## src/rtl/sis_pkg.sv

```systemverilog
package sis_pkg;
  typedef enum logic [2:0] {
    PH_DOUT = 3'b000,
    PH_DIN  = 3'b001,
    PH_CMD  = 3'b010,
    PH_STAT = 3'b011,
    PH_RSV4 = 3'b100,
    PH_RSV5 = 3'b101,
    PH_MOUT = 3'b110,
    PH_MIN  = 3'b111
  } phase_e;

  typedef enum logic [1:0] {
    ST_IDLE = 2'd0,
    ST_SEL  = 2'd1,
    ST_CONN = 2'd2
  } ctl_e;

  typedef enum logic [1:0] {
    HS_WAIT  = 2'd0,
    HS_SETUP = 2'd1,
    HS_ACK   = 2'd2
  } hs_e;

  localparam logic [7:0] MSG_NOP  = 8'h08;
  localparam logic [7:0] MSG_DONE = 8'h00;
endpackage

```

## src/rtl/sis_phase_decode.sv

```systemverilog
module sis_phase_decode
  import sis_pkg::*;
(
  input  logic   msg_i,
  input  logic   cd_i,
  input  logic   io_i,
  output phase_e phase_o,
  output logic   rsv_o
);
  always_comb begin
    phase_o = phase_e'({msg_i, cd_i, io_i});
    rsv_o   = (phase_o == PH_RSV4) || (phase_o == PH_RSV5);
  end
endmodule

```

## src/rtl/sis_sel_timer.sv

```systemverilog
module sis_sel_timer #(
  parameter int SEL_TIMEOUT = 200
) (
  input  logic clk,
  input  logic rst_n,
  input  logic run_i,
  output logic expired_o
);
  localparam int CW = $clog2(SEL_TIMEOUT + 1);
  localparam logic [CW-1:0] LIMIT = CW'(SEL_TIMEOUT);

  logic [CW-1:0] cnt_q, cnt_d;
  logic          cnt_en;

  always_comb begin
    cnt_en = 1'b1;
    if (!run_i)              cnt_d = '0;
    else if (cnt_q != LIMIT) cnt_d = cnt_q + 1'b1;
    else begin
      cnt_d  = cnt_q;
      cnt_en = 1'b0;
    end
  end

  always_ff @(posedge clk or negedge rst_n) begin
    if (!rst_n)      cnt_q <= '0;
    else if (cnt_en) cnt_q <= cnt_d;
  end

  assign expired_o = (cnt_q == LIMIT);

  // a stopped timer never reports expiry in the following cycle
  assert_timer_cleared_R4: assert property (@(posedge clk) disable iff (!rst_n)
    !run_i |=> !expired_o);
endmodule

```

## src/rtl/sis_byte_handshake.sv

```systemverilog
module sis_byte_handshake
  import sis_pkg::*;
#(
  parameter int DATA_W = 8
) (
  input  logic              clk,
  input  logic              rst_n,
  input  logic              abort_i,
  input  logic              req_i,
  input  phase_e            phase_i,
  input  logic              rsv_i,
  input  logic [DATA_W-1:0] out_byte_i,
  input  logic              out_ok_i,
  output logic              ack_o,
  output logic              oe_o,
  output logic [DATA_W-1:0] data_o,
  output logic              take_o,
  output logic              in_valid_o,
  output logic              idle_o
);
  hs_e               st_q, st_d;
  logic [DATA_W-1:0] data_q;
  logic              out_q;
  logic              dir_in;
  logic              start_ok;

  always_comb begin
    dir_in     = phase_i[0];
    start_ok   = (st_q == HS_WAIT) && !abort_i && req_i && !rsv_i;
    take_o     = start_ok && !dir_in && out_ok_i;
    in_valid_o = start_ok && dir_in;
  end

  always_comb begin
    st_d = st_q;
    if (abort_i) st_d = HS_WAIT;
    else begin
      case (st_q)
        HS_WAIT: begin
          if (take_o)          st_d = HS_SETUP;
          else if (in_valid_o) st_d = HS_ACK;
        end
        HS_SETUP: st_d = HS_ACK;
        HS_ACK:   if (!req_i) st_d = HS_WAIT;
        default:  st_d = HS_WAIT;
      endcase
    end
  end

  always_ff @(posedge clk or negedge rst_n) begin
    if (!rst_n) st_q <= HS_WAIT;
    else        st_q <= st_d;
  end

  always_ff @(posedge clk or negedge rst_n) begin
    if (!rst_n) begin
      data_q <= '0;
      out_q  <= 1'b0;
    end else begin
      if (take_o)               data_q <= out_byte_i;
      if (take_o || in_valid_o) out_q  <= take_o;
    end
  end

  assign ack_o  = (st_q == HS_ACK);
  assign oe_o   = (st_q == HS_SETUP) || ((st_q == HS_ACK) && out_q);
  assign data_o = data_q;
  assign idle_o = (st_q == HS_WAIT);

  // acknowledge is held for as long as request stays high
  assert_ack_hold_R6: assert property (@(posedge clk) disable iff (!rst_n)
    (ack_o && req_i && !abort_i) |=> ack_o);
endmodule

```

## src/rtl/scsi_initiator_seq.sv

```systemverilog
module scsi_initiator_seq
  import sis_pkg::*;
#(
  parameter int DATA_W      = 8,
  parameter int ID_W        = 3,
  parameter int CMD_BYTES   = 6,
  parameter int SEL_TIMEOUT = 200
) (
  input  logic                        clk,
  input  logic                        rst_n,
  input  logic                        host_start,
  input  logic [ID_W-1:0]             host_target_id,
  input  logic [CMD_BYTES*DATA_W-1:0] host_cmd,
  input  logic                        host_bus_reset,
  input  logic                        dout_valid,
  input  logic [DATA_W-1:0]           dout_data,
  output logic                        dout_take,
  output logic                        din_valid,
  output logic [DATA_W-1:0]           din_data,
  output logic [DATA_W-1:0]           status_byte,
  output logic [DATA_W-1:0]           msg_byte,
  output logic                        done,
  output logic                        err_no_target,
  output logic                        err_sequence,
  output logic                        active,
  input  logic                        bus_busy_i,
  input  logic                        bus_req_i,
  input  logic                        bus_io_i,
  input  logic                        bus_cd_i,
  input  logic                        bus_msg_i,
  input  logic [DATA_W-1:0]           bus_data_i,
  output logic                        bus_select_o,
  output logic                        bus_ack_o,
  output logic                        bus_reset_o,
  output logic [DATA_W-1:0]           bus_data_o,
  output logic                        bus_data_oe_o
);
  localparam int CIW = $clog2(CMD_BYTES + 1);
  localparam logic [CIW-1:0] CMD_LAST = CIW'(CMD_BYTES);

  // reset: asserted asynchronously, released on the clock
  logic [1:0] rs_q;
  logic       rst_sync_n;
  always_ff @(posedge clk or negedge rst_n) begin
    if (!rst_n) rs_q <= 2'b00;
    else        rs_q <= {rs_q[0], 1'b1};
  end
  assign rst_sync_n = rs_q[1];

  // phase decode
  phase_e phase;
  logic   phase_rsv;
  sis_phase_decode u_dec (
    .msg_i   (bus_msg_i),
    .cd_i    (bus_cd_i),
    .io_i    (bus_io_i),
    .phase_o (phase),
    .rsv_o   (phase_rsv)
  );

  // control state
  ctl_e st_q, st_d;
  logic go_sel, fin_ok, fin_nt;
  logic tmo;
  logic hs_idle, hs_ack, hs_oe, hs_take, hs_inv;
  logic [DATA_W-1:0] hs_data;
  logic abort;

  sis_sel_timer #(.SEL_TIMEOUT(SEL_TIMEOUT)) u_tmr (
    .clk       (clk),
    .rst_n     (rst_sync_n),
    .run_i     (st_q == ST_SEL),
    .expired_o (tmo)
  );

  always_comb begin
    st_d   = st_q;
    go_sel = 1'b0;
    fin_ok = 1'b0;
    fin_nt = 1'b0;
    case (st_q)
      ST_IDLE: if (host_start && !bus_busy_i) begin
        st_d   = ST_SEL;
        go_sel = 1'b1;
      end
      ST_SEL: begin
        if (bus_busy_i) st_d = ST_CONN;
        else if (tmo) begin
          st_d   = ST_IDLE;
          fin_nt = 1'b1;
        end
      end
      ST_CONN: if (!bus_busy_i && hs_idle) begin
        st_d   = ST_IDLE;
        fin_ok = 1'b1;
      end
      default: st_d = ST_IDLE;
    endcase
    if (host_bus_reset) begin
      st_d   = ST_IDLE;
      go_sel = 1'b0;
      fin_ok = 1'b0;
      fin_nt = 1'b0;
    end
  end

  always_ff @(posedge clk or negedge rst_sync_n) begin
    if (!rst_sync_n) st_q <= ST_IDLE;
    else             st_q <= st_d;
  end

  // byte source for outbound phases
  logic [DATA_W-1:0] cmd_q [CMD_BYTES];
  logic [CIW-1:0]    cmd_idx_q;
  logic [DATA_W-1:0] out_byte;
  logic              out_ok;

  always_comb begin
    out_byte = '0;
    out_ok   = 1'b1;
    case (phase)
      PH_CMD:  if (cmd_idx_q < CMD_LAST) out_byte = cmd_q[cmd_idx_q];
      PH_DOUT: begin
        out_byte = dout_data;
        out_ok   = dout_valid;
      end
      PH_MOUT: out_byte = DATA_W'(MSG_NOP);
      default: out_byte = '0;
    endcase
  end

  assign abort = (st_q != ST_CONN) || !bus_busy_i || host_bus_reset;

  sis_byte_handshake #(.DATA_W(DATA_W)) u_hs (
    .clk        (clk),
    .rst_n      (rst_sync_n),
    .abort_i    (abort),
    .req_i      (bus_req_i),
    .phase_i    (phase),
    .rsv_i      (phase_rsv),
    .out_byte_i (out_byte),
    .out_ok_i   (out_ok),
    .ack_o      (hs_ack),
    .oe_o       (hs_oe),
    .data_o     (hs_data),
    .take_o     (hs_take),
    .in_valid_o (hs_inv),
    .idle_o     (hs_idle)
  );

  // datapath registers with explicit enables
  logic [ID_W-1:0]   id_q;
  logic [DATA_W-1:0] status_q, msg_q, din_q;
  logic              got_status_q, got_msg_q;
  logic              done_q, err_nt_q, err_seq_q, din_v_q, take_q, rst_out_q;
  logic              cap_stat, cap_msg, cap_din, cmd_step;

  always_comb begin
    cap_stat = hs_inv && (phase == PH_STAT);
    cap_msg  = hs_inv && (phase == PH_MIN);
    cap_din  = hs_inv && (phase == PH_DIN);
    cmd_step = hs_take && (phase == PH_CMD) && (cmd_idx_q < CMD_LAST);
  end

  always_ff @(posedge clk or negedge rst_sync_n) begin
    if (!rst_sync_n) begin
      id_q         <= '0;
      cmd_idx_q    <= '0;
      status_q     <= '0;
      msg_q        <= '0;
      din_q        <= '0;
      got_status_q <= 1'b0;
      got_msg_q    <= 1'b0;
      done_q       <= 1'b0;
      err_nt_q     <= 1'b0;
      err_seq_q    <= 1'b0;
      din_v_q      <= 1'b0;
      take_q       <= 1'b0;
      rst_out_q    <= 1'b0;
      for (int k = 0; k < CMD_BYTES; k++) cmd_q[k] <= '0;
    end else begin
      done_q    <= fin_ok || fin_nt;
      din_v_q   <= cap_din;
      take_q    <= hs_take && (phase == PH_DOUT);
      rst_out_q <= host_bus_reset;
      if (go_sel) begin
        id_q         <= host_target_id;
        cmd_idx_q    <= '0;
        status_q     <= '0;
        msg_q        <= '0;
        got_status_q <= 1'b0;
        got_msg_q    <= 1'b0;
        err_nt_q     <= 1'b0;
        err_seq_q    <= 1'b0;
        for (int k = 0; k < CMD_BYTES; k++)
          cmd_q[k] <= host_cmd[k*DATA_W +: DATA_W];
      end
      if (cmd_step) cmd_idx_q <= cmd_idx_q + 1'b1;
      if (cap_din)  din_q <= bus_data_i;
      if (cap_stat) begin
        status_q     <= bus_data_i;
        got_status_q <= 1'b1;
      end
      if (cap_msg) begin
        msg_q     <= bus_data_i;
        got_msg_q <= 1'b1;
      end
      if (fin_nt) err_nt_q <= 1'b1;
      if (fin_ok)
        err_seq_q <= !(got_status_q && got_msg_q && (msg_q == DATA_W'(MSG_DONE)));
    end
  end

  // outputs
  logic [DATA_W-1:0] sel_pattern;
  assign sel_pattern   = DATA_W'(1) << id_q;
  assign bus_select_o  = (st_q == ST_SEL);
  assign bus_ack_o     = hs_ack;
  assign bus_reset_o   = rst_out_q;
  assign bus_data_oe_o = (st_q == ST_SEL) || hs_oe;
  assign bus_data_o    = (st_q == ST_SEL) ? sel_pattern : (hs_oe ? hs_data : '0);
  assign dout_take     = take_q;
  assign din_valid     = din_v_q;
  assign din_data      = din_q;
  assign status_byte   = status_q;
  assign msg_byte      = msg_q;
  assign done          = done_q;
  assign err_no_target = err_nt_q;
  assign err_sequence  = err_seq_q;
  assign active        = (st_q != ST_IDLE);

  // checks next to the logic they guard
  assert_sel_onehot_R2: assert property (@(posedge clk) disable iff (!rst_sync_n)
    bus_select_o |-> (bus_data_oe_o && ($countones(bus_data_o) == 1)));

  assert_sel_release_R3: assert property (@(posedge clk) disable iff (!rst_sync_n)
    (bus_select_o && bus_busy_i && !host_bus_reset) |=> (!bus_select_o && !bus_data_oe_o));

  assert_rsv_no_ack_R5: assert property (@(posedge clk) disable iff (!rst_sync_n)
    (bus_req_i && phase_rsv && !bus_ack_o) |=> !bus_ack_o);

  assert_data_stable_R6: assert property (@(posedge clk) disable iff (!rst_sync_n)
    (bus_ack_o && bus_data_oe_o) |-> $stable(bus_data_o));

  assert_done_pulse_R11: assert property (@(posedge clk) disable iff (!rst_sync_n)
    done |=> !done);

  assert_err_exclusive_R4: assert property (@(posedge clk) disable iff (!rst_sync_n)
    !(err_no_target && err_sequence));

  assert_bus_reset_R13: assert property (@(posedge clk) disable iff (!rst_sync_n)
    host_bus_reset |=> (bus_reset_o && !bus_select_o && !bus_ack_o && !active));
endmodule

```

## config.mk

```make
export PLATFORM = sky130hd
export DESIGN_NAME = scsi_initiator_seq
export DESIGN_NICKNAME = d
export VERILOG_FILES = /design/src/rtl/sis_pkg.sv /design/src/rtl/sis_phase_decode.sv /design/src/rtl/sis_sel_timer.sv /design/src/rtl/sis_byte_handshake.sv /design/src/rtl/scsi_initiator_seq.sv
export SDC_FILE = /design/constraint.sdc
export NUM_CORES = 1
export LEC_CHECK = 0
export BUFFER_PORTS_ARGS = -buffer_cell sky130_fd_sc_hd__buf_2
export CAP_MARGIN = 25
export CORE_UTILIZATION = 48
export CTS_CLUSTER_DIAMETER = 120
export DETAILED_ROUTE_END_ITERATION = 8
export GPL_ROUTABILITY_DRIVEN = 0
export PLACE_DENSITY = 0.76
export SLEW_MARGIN = 15
export SYNTH_ARGS = -nofsm -noshare
export SYNTH_HDL_FRONTEND = slang
export SYNTH_SLANG_ARGS = --single-unit
```

## constraint.sdc

```tcl
create_clock -name clk -period 3.8 [get_ports clk]
set_clock_uncertainty 0.15 [all_clocks]
set_input_delay 0.76 -clock clk [delete_from_list [all_inputs] [get_ports clk]]
set_output_delay 0.76 -clock clk [all_outputs]
set_load 0.005 [all_outputs]
```

==> results.py <==
metrics = {
    "logic_synthesis": {
        "synth_fp_nets": 495,
        "synth_edf_count": 0,
        "synthesis.area_sq_um": 4930,
        "ys_async_sr_fraction": 1.00,
        "synth_flop_cell": "dfrtp_1",
        "synth_cells": 415,
        "ys_warn_count": 0,
        "synth_seq_cells": 109,
        "avgSynthCellArea_sq_um": 11.9,
        "yosysSeqAreaShare": 0.554,
        "synth_cell_types": 44,
    },
    "min_path": {
        "min-delay-path-class": "reg -> reg",
        "hold_start": "rs_q[0]",
    },
    "floorplanning": {
        "die_area_sq_um": 10700,
        "ioPinCount": 119,
        "core_area_sq_um": 9860,
        "rows": 36,
        "die_w_microns": 103,
        "die_y_microns": 103,
        "initial_core_util": 0.499,
    },
    "placement": {
        "io_buffers": 118,
        "place_area_sq_um": 5640,
        "dp_hpwl_microns": 7620,
    },
    "finish": {
        "final_cell_mix": "118 x buf_2, 108 x dfrtp_1, 59 x mux2_2",
        "final_layout_size_suffix_gt1_frac": 0.388,
        "layout_commonest_cell": "buf_2",
        "n_fill_cell": 849,
        "nets": 609,
        "area_growth_pct": 18.5,
        "antenna_cells": 0,
        "stdcell_area_sq_um": 5840,
    },
    "critical_path": {
        "crit_fanout": 9,
        "arrival_ns": 2.09,
        "critPathKind": "reg -> out",
        "startpoint": "st_q[1]",
        "endpoint_kind": "output port",
        "cp-start-kind": "register",
        "rr_startpoint": "st_q[0]",
        "worst_ep_required_time_ns": 2.89,
    },
    "run": {
        "maxCapViolations": 0,
    },
    "timing": {
        "worstMarginPinSlew_ns": 1.03,
        "relSlewSlack": 0.315,
        "hold_viol": 0,
        "rsz0062_at_grt": "no",
        "setup-violations-final": 0,
        "finalSetupTns_ns": 0,
        "max_freq_mhz": 333,
        "post-route-min-period_ns": 3.00,
        "slew_violations": 0,
        "post-route-period-util": 0.790,
    },
    "routing": {
        "wl_per_cell_microns": 15.6,
        "antenna_left": 0,
        "vias": 3562,
        "drc": 0,
        "drtIter0Drc": 114,
        "viasPerCell": 5.34,
        "first_pass_iters": 4,
        "routed_wl_microns": 10400,
    },
    "cts": {
        "cts-root-buf": "clkbuf_8",
        "h-tree-depth": 3,
        "postCtsSetupBuffers": 0,
        "cts.sinks": 109,
        "clk_latency_ns": 0.36,
        "clockBufferDepth": 2,
        "cts_tree": "yes",
        "clk_pin_slew_ns": 0.10,
        "cts_made_buffers": 9,
    },
    "global_routing": {
        "first_global_vias": 3399,
        "grt_overflow": 0,
        "grt_pass1_wl_microns": 16300,
        "antenna_found_initial": 0,
        "grt_max_degree": 76,
        "grt_usage": 0.202,
    },
    "power": {
        "leakagePower_nw": 2.76,
        "ir_drop_uv": 253,
        "p_per_area_nw_per_um2": 406,
    },
    "outcome": {
        "outcome": "finished, final reports clean",
    },
}
-- power breakdown --
part / leakage, nW / switching (mW) / internal [mW] / total [mW]
Sequential: 1.40 / 0.0882 / 1.30 / 1.39
Clock: 0.0920 / 0.390 / 0.266 / 0.656
Combinational: 1.27 / 0.139 / 0.189 / 0.328
Total: 2.76 / 0.617 / 1.76 / 2.37
-- worst paths after layout --
path / endpoint / slack (ns) / cells after the start
max: bus_data_o[5] / 0.80 / 5
min: rs_q[1] / 0.22 / 0
max reg2reg: u_hs.data_o[4] / 1.33 / 4
min reg2reg: rs_q[1] / 0.22 / 0
max in group asynchronous: cmd_q[29] / 2.54 / 1
min in group asynchronous: cmd_q[35] / 0.23 / 0
-- synth_stat cells, drive strengths merged, types with 2 or more instances --
master  number  area (sq um)
a21o         3          22.5
a21oi       12          63.8
a22o         7          61.3
a22oi        8          60.1
a31oi        2          12.5
a32o         3          30.0
a32oi        7          61.3
and2         2          12.5
and3         2          12.5
buf          9          57.6
clkbuf      10          37.5
dfrtp      109          2730
ha           3          37.5
inv          9          33.8
mux2        59           664
mux2i       24           240
nand2       47           179
nand2b       6          37.5
nand3       13          70.1
nor2        27           104
nor2b        6          37.5
nor4         4          55.1
o21ai       22           110
or3b         2          17.5
or4          2          15.0
xnor2        2          17.5
xor2         5          43.8
-- area by class of cell --
| class | instances | area (sq um) | share of cell area |
|---|---|---|---|
| inverters | 9 | 33.8 | 0.00579 |
| clock buffers | 11 | 141 | 0.0242 |
| clock inverters | 5 | 45.0 | 0.00772 |
| well taps | 133 | 166 | 0.0285 |
| multi-input cells | 278 | 2080 | 0.357 |
| repair buffers | 122 | 636 | 0.109 |
| flip-flops and latches | 109 | 2730 | 0.468 |
-- metrics by stage --
step	util	worst slack, ns	hold slack (ns)	power [mW]	instances
after CTS	0.592	0.778	0.219	2.40	667
after detailed placement	0.572	0.886	0.193	1.75	650
after floorplan	-	0.389	0.181	1.61	415
after global placement	0.570	1.02	0.189	1.72	649
after global routing	0.592	0.642	0.228	2.50	667
final	0.592	0.797	0.216	2.37	667
-- routing by layer --
metal	global-route usage	wire [microns]	vias to the layer above
met3	0.0699	571	8
met4	0.0433	82	0
met2	0.330	5090	102
met5	0	0	-
met1	0.262	4650	1742
li1	-	-	1710
-- repair_timing --
item / CTS / global route
hold buffers: 1 / 0
gates resized for setup: 0 / 0
hold endpoints to repair: 2 / 0
-- state kept, by name, summed over array words and instances, names as in the netlist, 2 cells and up --
name and flops:
cmd_q 48, din_data 8, msg_byte 8, status_byte 8
u_hs.data_o 8, u_tmr.cnt_q 8, cmd_idx_q 3, id_q 3
rs_q 2, st_q 2, u_hs.st_q 2
-- worst max-delay path, stage by stage, from the launching register on --
cell	delay, ns
dfrtp_1	0.40
nand2b_1	0.32
inv_1	0.21
nor2_1	0.45
a22o_1	0.24
buf_2	0.12
-- logic make-up after synthesis --
| family | share of synthesized area |
|---|---|
| compound gates | 0.103 |
| xor+xnor | 0.0124 |
| fa+ha+maj | 0.00762 |
| buf+inv | 0.0262 |
| flops | 0.554 |
| mux | 0.184 |
| other cells | 0.000761 |
| simple gates | 0.113 |
Note: power is estimated with default switching activity, not from simulation.
